--- config.mk ---
export PLATFORM = sky130hd
export DESIGN_NAME = prio_arb_node
export DESIGN_NICKNAME = d
export VERILOG_FILES = /design/src/rtl/prio_arb_node.sv
export SDC_FILE = /design/constraint.sdc
export NUM_CORES = 1
export LEC_CHECK = 0
export BUFFER_PORTS_ARGS = -buffer_cell sky130_fd_sc_hd__buf_2
export CAP_MARGIN = 20
export CORE_MARGIN = 2
export CORE_UTILIZATION = 30
export DETAILED_ROUTE_END_ITERATION = 8
export HOLD_SLACK_MARGIN = 0.02
export PLACE_DENSITY = 0.63
export SLEW_MARGIN = 20
export SYNTH_ARGS = -nofsm -noshare
export SYNTH_HDL_FRONTEND = slang
export SYNTH_SLANG_ARGS = --single-unit
export TNS_END_PERCENT = 100
--- constraint.sdc ---
create_clock -name clk -period 1.8 [get_ports clk]
set_clock_uncertainty 0.05 [all_clocks]
set_input_delay 0.36 -clock clk [delete_from_list [all_inputs] [get_ports clk]]
set_output_delay 0.36 -clock clk [all_outputs]
set_load 0.05 [all_outputs]
--- src/rtl/prio_arb_node.sv ---
module prio_arb_node #(
  parameter int            W    = 4,
  parameter logic [W-1:0]  FLIP = '0
) (
  input  logic         clk,
  input  logic         rst_n,
  input  logic         req,
  input  logic [W-1:0] level,
  input  logic         arb_phase,
  input  logic [W-1:0] line_in,
  output logic [W-1:0] pull_low,
  output logic         grant,
  output logic         lost
);

  localparam logic [W-1:0] IDLE_LINES = '1;

  logic         pending_q, phase_q, part_q, win_q;
  logic [W-1:0] yield_q, yield_d, drive_lvl;
  logic         beaten;

  wire active    = (req | pending_q) & arb_phase;
  wire phase_end = phase_q & ~arb_phase;

  assign drive_lvl = level ^ FLIP;
  assign pull_low  = active ? (~drive_lvl & ~yield_q) : '0;

  always_comb begin
    beaten = 1'b0;
    for (int i = W - 1; i >= 0; i--) begin
      yield_d[i] = beaten;
      if (drive_lvl[i] && !line_in[i]) beaten = 1'b1;
    end
  end

  always_ff @(posedge clk) begin
    if (!rst_n) begin
      pending_q <= 1'b0;
      phase_q   <= 1'b0;
      part_q    <= 1'b0;
      win_q     <= 1'b0;
      yield_q   <= '0;
      grant     <= 1'b0;
      lost      <= 1'b0;
    end else begin
      phase_q   <= arb_phase;
      pending_q <= req | (pending_q & ~(phase_end & part_q & win_q));
      yield_q   <= active ? yield_d : '0;
      if (active) begin
        part_q <= 1'b1;
        win_q  <= (line_in == level) && (level != IDLE_LINES);
      end else if (!arb_phase) begin
        part_q <= 1'b0;
        win_q  <= 1'b0;
      end
      if (phase_end) begin
        grant <= part_q & win_q;
        lost  <= part_q & ~win_q;
      end
    end
  end

  AST_OUTCOME_EXCL: assert property (@(posedge clk) disable iff (!rst_n)
    !(grant && lost));

  AST_UPDATE_AT_FALL: assert property (@(posedge clk) disable iff (!rst_n)
    ((grant != $past(grant)) || (lost != $past(lost)))
      |-> ($past(phase_q) && !$past(arb_phase)));

  AST_NO_IDLE_GRANT: assert property (@(posedge clk) disable iff (!rst_n)
    $rose(grant) |-> ($past(level) != IDLE_LINES));

  AST_LOSER_PENDING: assert property (@(posedge clk) disable iff (!rst_n)
    $rose(lost) |-> pending_q);

endmodule

==> results.json <==
{
  "start_kind": "flop",
  "die_h_um": 40.93,
  "crit_type": "reg2out",
  "io_pins": 18,
  "min_from": "rst_n",
  "status": "complete, no violations",
  "cp_max_fo": 5,
  "hold_depth": 2,
  "grtUsageTotal_pct": 13.63,
  "holdBufCountCts": 0,
  "reg2reg_to": "win_q$_SDFFE_PN0P_",
  "area_growth_pct": 33.03,
  "post-route-period-util_pct": 93.23,
  "p_leak_nw": 0.2553,
  "num_antenna_cells": 0,
  "cts_buffer_depth": 2,
  "post-route-util_pct": 42.36,
  "cts_made_buffers": 3,
  "hold_viol_final": 0,
  "vdd_drop_max_v": 0.0003466,
  "cts.sinks": 9,
  "nets": 81,
  "dpl_worst_slack_ns": 0.1506,
  "crit_path_end_kind": "primary output",
  "ant_nets": 0,
  "whs_ns": 0.3290,
  "final_max_slew_viol_count": 0,
  "clk_latency_ns": 0.26,
  "synth_top_area_share_pct": 44.04,
  "critPathArrivalTime_ns": 1.27,
  "avgRoutedWirePerCell_um": 10.00,
  "viasPerCell": 4.863,
  "rsz0062_at_grt": "no",
  "fin_ws_ns": 0.1219,
  "synth.top_cells.by_area": "dfxtp_1, ha_1, nor2_1",
  "ys_seq_area_share_pct": 44.04,
  "grt-ovfl-total": 0,
  "die_w_um": 40.93,
  "tightest_slew_ns": 0.3186,
  "yosysWarnings": 0,
  "grt_pass1_wl_um": 1317,
  "synth_area_sq_um": 409.1,
  "drt_iter0_drc": 3,
  "hold_class": "in2reg",
  "dp_hpwl_um": 666.4,
  "ys_ff_latch": 9,
  "clk_pin_slew_ns": 0.06,
  "power.total_mw": 0.4391,
  "cpPeakStageDelay_ns": 0.42,
  "first_pass_iters": 4,
  "r2r-start": "pending_q$_SDFF_PN0_",
  "wirelength_um": 800,
  "r2r_slack_ns": 0.77,
  "setup_tns_ns": 0,
  "rows": 13,
  "synth_nets": 59,
  "grt_antenna_before_repair": 0,
  "drv_cap": 0,
  "startpoint": "pending_q$_SDFF_PN0_",
  "relSlewSlack_pct": 78.62,
  "crit_required_ns": 1.39,
  "initial_utilization_pct": 31.84,
  "numPortBuffers": 17,
  "setup_viol": 0,
  "syn_avg_cell_area_sq_um": 9.299,
  "cp_slowest_cell": "dfxtp_1",
  "vias": 389,
  "drive_gt1_share_pct": 36.92,
  "routabilityCongestion": 0.6815,
  "p_per_area_nw_per_um2": 806.7,
  "synth_cells": 44,
  "grt_pass1_vias": 359,
  "synth_cell_type_count": 21,
  "h-tree-depth": 1,
  "dieArea_sq_um": 1675,
  "cts_tree": "yes",
  "max_freq_mhz": 595.9,
  "drc": 0,
  "rr_worst_depth": 3,
  "whs_endpoint": "pending_q$_SDFF_PN0_",
  "ctsRootBufferMaster": "clkbuf_4",
  "grt_start_max_net_pins": 7,
  "crit_chain": "o21ai_1, nor3_1, clkbuf_4",
  "core-area_sq_um": 1285,
  "period_needed_ns": 1.678,
  "synth_top_cell_by_area": "dfxtp_1"
}
## how the worst max path moves through the flow
stage	end	cells after the start	slack, ns
after floorplan	pull_low[0]	2	-0.20
after global placement	pull_low[0]	4	0.23
after detailed placement	pull_low[0]	4	0.15
after CTS	pull_low[1]	3	0.001
after global routing	pull_low[1]	3	0.008
final	pull_low[1]	3	0.12
## kinds of logic (layout without fill, tap and decap cells)
family / count (synthesis) / count (layout) / synth area share, %
XOR/XNOR: 1 / 1 / 2.141
buffers and inverters: 4 / 25 / 3.669
AND/OR/NAND/NOR: 19 / 19 / 25.38
flip-flops: 9 / 9 / 44.04
adder cells (fa/ha/maj): 3 / 3 / 9.175
AO/OA/AOI/OAI: 8 / 8 / 15.60
## cells in the final DEF (no fill, tap or decap), types with 2 or more instances in the layout
cell	Yosys	routed
a21oi_1	2	2
buf_2	0	15
clkbuf_4	0	4
dfxtp_1	9	9
ha_1	3	3
inv_1	4	4
nor2_1	6	6
nor2b_1	2	2
nor3_1	4	4
## sequential cells by signal, summed over array words and instances, names as in the netlist
signal,cells
grant,1
phase_q,1
pending_q,1
lost,1
win_q,1
yield_q,3
part_q,1
## metrics by stage
| stage | std cells | cell area [sq um] |
|---|---|---|
| final | 80 | 544.3 |
| after global routing | 80 | 544.3 |
| after CTS | 80 | 541.8 |
| after detailed placement | 76 | 513.0 |
| after global placement | 76 | 513.0 |
| after floorplan | 44 | 409.1 |
## power breakdown
part | total [mW] | switching [mW] | internal [mW]
sequential | 0.211 | 0.00505 | 0.206
combinational | 0.0744 | 0.0451 | 0.0293
clock | 0.153 | 0.0680 | 0.0853
## layer usage
| layer | vias to the layer above | GRT usage (%) | part of all wire (%) |
|---|---|---|---|
| met5 | - | 0 | 0 |
| met4 | 0 | 10.00 | 1.3 |
| met3 | 2 | 9.783 | 10 |
| met2 | 18 | 21.48 | 45 |
| met1 | 171 | 11.84 | 44 |
| li1 | 198 | - | - |
## worst max-delay path: cells and delay by family (launching register included)
family,cells,cell delay [ns]
flip-flops,1,0.42
AND/OR/NAND/NOR,1,0.17
buffers and inverters,1,0.26
AO/OA/AOI/OAI,1,0.15
## area by class of cell
type	count	area, sq um
clock buffers	4	26.28
fillers	128	740.7
inverters	4	15.01
multi-input cells	31	214.0
flip-flops and latches	9	180.2
well taps	15	18.77
repair buffers	17	90.09
## repair_timing
action,in CTS,in global routing
setup buffers,0,0
gates resized for setup,1,2
setup endpoints to repair,1,4
pin swaps,0,0
## synth_stat cells (all sizes together)
master  count
dfxtp       9
nor2        6
inv         4
nor3        4
ha          3
a21oi       2
nor2b       2
o21ai       2
a21boi      1
a41o        1
and2        1
and4bb      1
nand2       1
nand2b      1
nand3       1
nand4       1
nand4b      1
o211ai      1
o31a        1
xnor2       1
Power figures use the tool's default switching activity.
